--- src/rtl/prom_cfg_serializer.sv ---
module prom_cfg_serializer #(
  parameter int NARROW_AW = 18,
  parameter int WIDE_AW   = 22,
  parameter int CNT_W     = 16
) (
  input  logic               clk,
  input  logic               rst_n,
  input  logic               start,
  input  logic [2:0]         mode,
  input  logic               wide_en,
  input  logic [CNT_W-1:0]   byte_total,
  input  logic [7:0]         prom_data,
  output logic [WIDE_AW-1:0] prom_addr,
  output logic               addr_hi_oe,
  output logic               ser_out,
  output logic               done
);
  localparam int HI_W = WIDE_AW - NARROW_AW;
  localparam logic [2:0] MODE_UP = 3'b100;
  localparam logic [2:0] MODE_DN = 3'b110;
  localparam logic [WIDE_AW-1:0] NARROW_MASK = {{HI_W{1'b0}}, {NARROW_AW{1'b1}}};
  localparam logic [WIDE_AW-1:0] WIDE_MASK   = {WIDE_AW{1'b1}};

  logic             run, dn_q, wide_q, hold_full, tx_bit;
  logic [2:0]       ph, bits_left;
  logic [CNT_W-1:0] cap_left;
  logic [7:0]       hold;
  logic [6:0]       shreg;

  wire mode_ok = (mode == MODE_UP) || (mode == MODE_DN);
  wire in_down = (mode == MODE_DN);
  wire [WIDE_AW-1:0] in_mask  = wide_en ? WIDE_MASK : NARROW_MASK;
  wire [WIDE_AW-1:0] in_start = in_down ? in_mask : '0;
  wire [WIDE_AW-1:0] cur_mask = wide_q ? WIDE_MASK : NARROW_MASK;
  wire [WIDE_AW-1:0] addr_step =
    (dn_q ? prom_addr - 1'b1 : prom_addr + 1'b1) & cur_mask;

  wire cap    = run && (ph == 3'd0) && (cap_left != '0);
  wire load   = run && (ph == 3'd1) && hold_full;
  wire finish = run && (ph == 3'd1) && !hold_full && (cap_left == '0) && (bits_left == 3'd0);

  assign addr_hi_oe = wide_q;

  always_ff @(posedge clk) begin
    if (!rst_n) begin
      prom_addr <= in_start;
      dn_q      <= in_down;
      wide_q    <= wide_en;
      run       <= 1'b0;
      done      <= 1'b0;
      ph        <= 3'd0;
      cap_left  <= '0;
      hold      <= 8'h00;
      hold_full <= 1'b0;
      shreg     <= 7'h00;
      bits_left <= 3'd0;
      tx_bit    <= 1'b1;
    end else if (!run) begin
      if (start && mode_ok) begin
        prom_addr <= in_start;
        dn_q      <= in_down;
        wide_q    <= wide_en;
        ph        <= 3'd0;
        cap_left  <= byte_total;
        hold_full <= 1'b0;
        bits_left <= 3'd0;
        run       <= (byte_total != '0);
        done      <= (byte_total == '0);
      end
    end else begin
      ph <= ph + 3'd1;
      if (cap) begin
        hold      <= prom_data;
        hold_full <= 1'b1;
        cap_left  <= cap_left - 1'b1;
        prom_addr <= addr_step;
      end
      if (load) begin
        tx_bit    <= hold[0];
        shreg     <= hold[7:1];
        bits_left <= 3'd7;
        hold_full <= 1'b0;
      end else if (bits_left != 3'd0) begin
        tx_bit    <= shreg[0];
        shreg     <= {1'b0, shreg[6:1]};
        bits_left <= bits_left - 3'd1;
      end
      if (finish) begin
        run  <= 1'b0;
        done <= 1'b1;
      end
    end
  end

  always_ff @(negedge clk) begin
    if (!rst_n) ser_out <= 1'b1;
    else        ser_out <= tx_bit;
  end

  assert_up_step_R1: assert property (@(posedge clk) disable iff (!rst_n)
    (cap && !dn_q) |=> prom_addr == (($past(prom_addr) + 1'b1) & $past(cur_mask)));

  assert_dn_step_R2: assert property (@(posedge clk) disable iff (!rst_n)
    (cap && dn_q) |=> prom_addr == (($past(prom_addr) - 1'b1) & $past(cur_mask)));

  assert_fall_only_R4: assert property (@(posedge clk) disable iff (!rst_n)
    $past(rst_n) |-> ser_out == tx_bit);

  assert_no_gap_R5: assert property (@(posedge clk) disable iff (!rst_n)
    load |-> bits_left == 3'd0);

  assert_hi_quiet_R6: assert property (@(posedge clk) disable iff (!rst_n)
    !addr_hi_oe |-> prom_addr[WIDE_AW-1:NARROW_AW] == '0);

  assert_hold_after_done_R7: assert property (@(posedge clk) disable iff (!rst_n)
    (done && !start) |=> ($stable(prom_addr) && $stable(tx_bit) && done));

  assert_bad_mode_R9: assert property (@(posedge clk) disable iff (!rst_n)
    (!run && start && !mode_ok) |=> (!run && $stable(prom_addr)));
endmodule

--- config.mk ---
export PLATFORM = sky130hd
export DESIGN_NAME = prom_cfg_serializer
export DESIGN_NICKNAME = d
export VERILOG_FILES = /design/src/rtl/prom_cfg_serializer.sv
export SDC_FILE = /design/constraint.sdc
export NUM_CORES = 1
export LEC_CHECK = 0
export BUFFER_PORTS_ARGS = -buffer_cell sky130_fd_sc_hd__buf_2
export CORE_ASPECT_RATIO = 1.2
export CORE_MARGIN = 3
export CORE_UTILIZATION = 55
export CTS_CLUSTER_DIAMETER = 60
export CTS_CLUSTER_SIZE = 30
export DETAILED_ROUTE_END_ITERATION = 12
export GPL_TIMING_DRIVEN = 0
export HOLD_SLACK_MARGIN = 0.1
export PLACE_DENSITY = 0.81
export SLEW_MARGIN = 0
export SYNTH_ARGS = -nofsm -noshare
export SYNTH_HDL_FRONTEND = slang
export SYNTH_SLANG_ARGS = --single-unit
--- constraint.sdc ---
create_clock -name clk -period 5.05 [get_ports clk]
set_input_delay 0.2525 -clock clk [delete_from_list [all_inputs] [get_ports clk]]
set_output_delay 0.2525 -clock clk [all_outputs]
set_load 0.01 [all_outputs]
==> flow_summary.json <==
{
  "gp_congestion": 0.870,
  "skew_ps": 41.2,
  "hold_viol": 0,
  "r2r_cells": 7,
  "grt_pass1_wl_um": 17000,
  "grt.overflow.total": 0,
  "vias_per_cell": 6.12,
  "dpl.cell_count": 619,
  "synth_ff_type": "dfxtp_1",
  "cts_resized": 0,
  "power.density_mw_per_mm2": 303,
  "synth_top_area_share": 0.196,
  "die_area_sq_mm": 0.00890,
  "worst_slew_pin_slew_ps": 877,
  "slew_headroom": 0.415,
  "hp-class": "in -> reg",
  "r2r_slack_ps": 1950,
  "hold-path-endpoint": "hold[4]$_SDFFE_PN0P_",
  "final.setup.tns_ps": 0,
  "final_cells": 636,
  "vdd_drop_max_v": 0.000259,
  "netlist_top_cells_count": "dfxtp_1 (42), nand2_1 (41), a21oi_1 (27), nor2_1 (27), ha_1 (26)",
  "die_h_um": 103,
  "drtAntennaViolNets": 0,
  "maxCapViolCount": 0,
  "yosysUniqueCellTypes": 67,
  "final_max_slew_viol_count": 0,
  "cts.sinks": 66,
  "grt_max_degree": 28,
  "synth_top_area_cell": "dfxtp_1",
  "rsz0062_at_grt": "no",
  "cp_slowest_cell": "dfxtp_1",
  "die_x_um": 86.6,
  "antenna_found_initial": 0,
  "mappedNetlistNets": 533,
  "critPathMaxFanout": 1,
  "cts_buffer_depth": 2,
  "post-dp-hpwl_um": 7490,
  "setup_viol": 0,
  "path_buf_inv": 1,
  "synth_async_sr_flop_share": 0,
  "area_growth_pct": 13.7,
  "critical_path.max_stage_delay_ps": 280,
  "drive_gt1_frac": 0.179,
  "critPathArrivalTime_ps": 3310,
  "tritoncts.num_buffers": 9,
  "root_buffer": "clkbuf_8",
  "tritoncts": "built",
  "yosysWarnings": 0,
  "portBuffers": 54,
  "timing_worst_setup_path_type": "reg -> out",
  "hold_path_depth": 3,
  "drc_errors": 0,
  "r2r_end": "prom_addr[18]$_DFFE_PP_",
  "end_kind": "primary output",
  "syn_inst": 475,
  "cts_setup_buffers": 0,
  "drt_iter0_markers": 199,
  "gr-usage-all-layers": 0.238,
  "cp.required_ps": 4800,
  "synth_edf_count": 24,
  "synth.area.top_cells": "dfxtp_1 (20%), edfxtp_1 (17%), ha_1 (7.6%), mux2i_1 (4.4%), nand2_1 (3.6%)",
  "fin_nets": 599,
  "path_clk_slew_ps": 80,
  "ys_ff_latch": 66,
  "synth.avg_cell_area_sq_um": 9.03,
  "drt_wl_total_um": 10200,
  "worstSkewPairLatency_ps": 380,
  "vias": 3895,
  "rr_startpoint": "dn_q$_DFFE_PP_",
  "grt_pass1_vias": 3772,
  "dr.pass1.iters": 4,
  "core-area_sq_mm": 0.00740,
  "start_util": 0.579,
  "crit_family": "flip-flops",
  "num_rows": 34,
  "htreeDepth": 3,
  "path_cells": "buf_2",
  "startpoint_type": "flop",
  "antenna_cells": 0,
  "min_from": "prom_data[4]",
  "leakagePower_nw": 2.19,
  "status": "completed",
  "seq_area_frac_synth": 0.364,
  "yosysMostFrequentCell": "dfxtp_1",
  "syn-cell-area_sq_mm": 0.00429,
  "ios": 56,
  "drt-wirelength-per-cell_um": 16.0
}
-- metrics by stage --
stage / hold WS, ps / cell area [sq um] / util / total power, mW / worst slack (ps)
6_report: 172 / 4870 / 0.658 / 1.48 / 1480
5_1_grt: 196 / 4870 / 0.658 / 1.56 / 1440
4_1_cts: 103 / 4860 / 0.657 / 1.48 / 1470
3_5_place_dp: 465 / 4670 / 0.631 / 1.03 / 1750
3_3_place_gp: 456 / 4670 / 0.631 / 1.02 / 1750
2_1_floorplan: 351 / 4290 / - / 0.929 / 1880
-- power by group --
group	internal [mW]	total (mW)	switching, mW
Combinational	0.161	0.398	0.238
Sequential	0.594	0.627	0.0332
Clock	0.228	0.450	0.221
Total	0.983	1.48	0.492
-- sequential cells by signal, indices dropped and copies added, names as in the netlist --
name,flops
hold,8
prom_addr,22
ser_out,1
dn_q,1
run,1
tx_bit,1
cap_left,16
bits_left,3
done,1
hold_full,1
shreg,7
addr_hi_oe,1
ph,3
-- cell usage in the layout, fill, tap and decap left out, drive strengths merged, types with 3 or more instances in the layout --
master / Yosys / routed
a211oi: 3 / 3
a21boi: 5 / 5
a21o: 11 / 11
a21oi: 29 / 29
a31oi: 7 / 7
and2: 4 / 4
and3: 7 / 7
and4: 3 / 3
buf: 10 / 64
clkbuf: 14 / 23
clkinv: 0 / 5
dfxtp: 42 / 42
edfxtp: 24 / 24
ha: 26 / 26
inv: 15 / 16
mux2i: 19 / 19
nand2: 41 / 41
nand2b: 3 / 3
nand3: 15 / 15
nand4: 8 / 8
nor2: 28 / 28
nor2b: 19 / 19
nor3: 16 / 16
nor3b: 3 / 3
nor4: 8 / 8
o211a: 8 / 8
o211ai: 6 / 6
o21a: 4 / 4
o21ai: 45 / 45
o22a: 3 / 3
o22ai: 5 / 5
o2bb2ai: 4 / 4
o31ai: 5 / 5
xnor2: 5 / 5
xor2: 9 / 9
-- repair_timing --
item                                    CTS  global route
endpoints found under the setup margin    0             0
hold endpoints to repair                  0             1
hold buffers                              0             1
-- how the worst max path moves through the flow --
| stage | slack (ps) | cells past startpoint | start | end |
|---|---|---|---|---|
| global placement | 1750 | 2 | rst_n | ser_out$_SDFF_NN1_ |
| finish | 1480 | 1 | ser_out$_SDFF_NN1_ | ser_out |
| global route | 1440 | 1 | ser_out$_SDFF_NN1_ | ser_out |
| CTS | 1470 | 1 | ser_out$_SDFF_NN1_ | ser_out |
| floorplan | 1880 | 2 | rst_n | ser_out$_SDFF_NN1_ |
| detailed placement | 1750 | 2 | rst_n | ser_out$_SDFF_NN1_ |
-- per-layer routing --
| metal | routed length, um | GRT usage |
|---|---|---|
| met3 | 543 | 0.0432 |
| met5 | 0 | 0 |
| met4 | 164 | 0.0863 |
| met2 | 5240 | 0.436 |
| met1 | 4260 | 0.275 |
-- area by class of cell --
type	count	area [sq um]
Buffer	24	154
Clock buffer	9	124
Clock inverter	8	72.6
Fill cell	634	2530
Inverter	14	52.6
Multi-Input combinational cell	370	2520
Sequential cell	66	1560
Tap cell	90	113
Timing Repair Buffer	55	280
-- cell families after synthesis --
kind of cell,synth area share
buffers and inverters,0.0490
adder cells (fa/ha/maj),0.0805
AND/OR/NAND/NOR,0.198
flip-flops,0.364
multiplexers,0.0470
AO/OA/AOI/OAI,0.233
XOR/XNOR,0.0286
(Power assumes the default switching activity.)
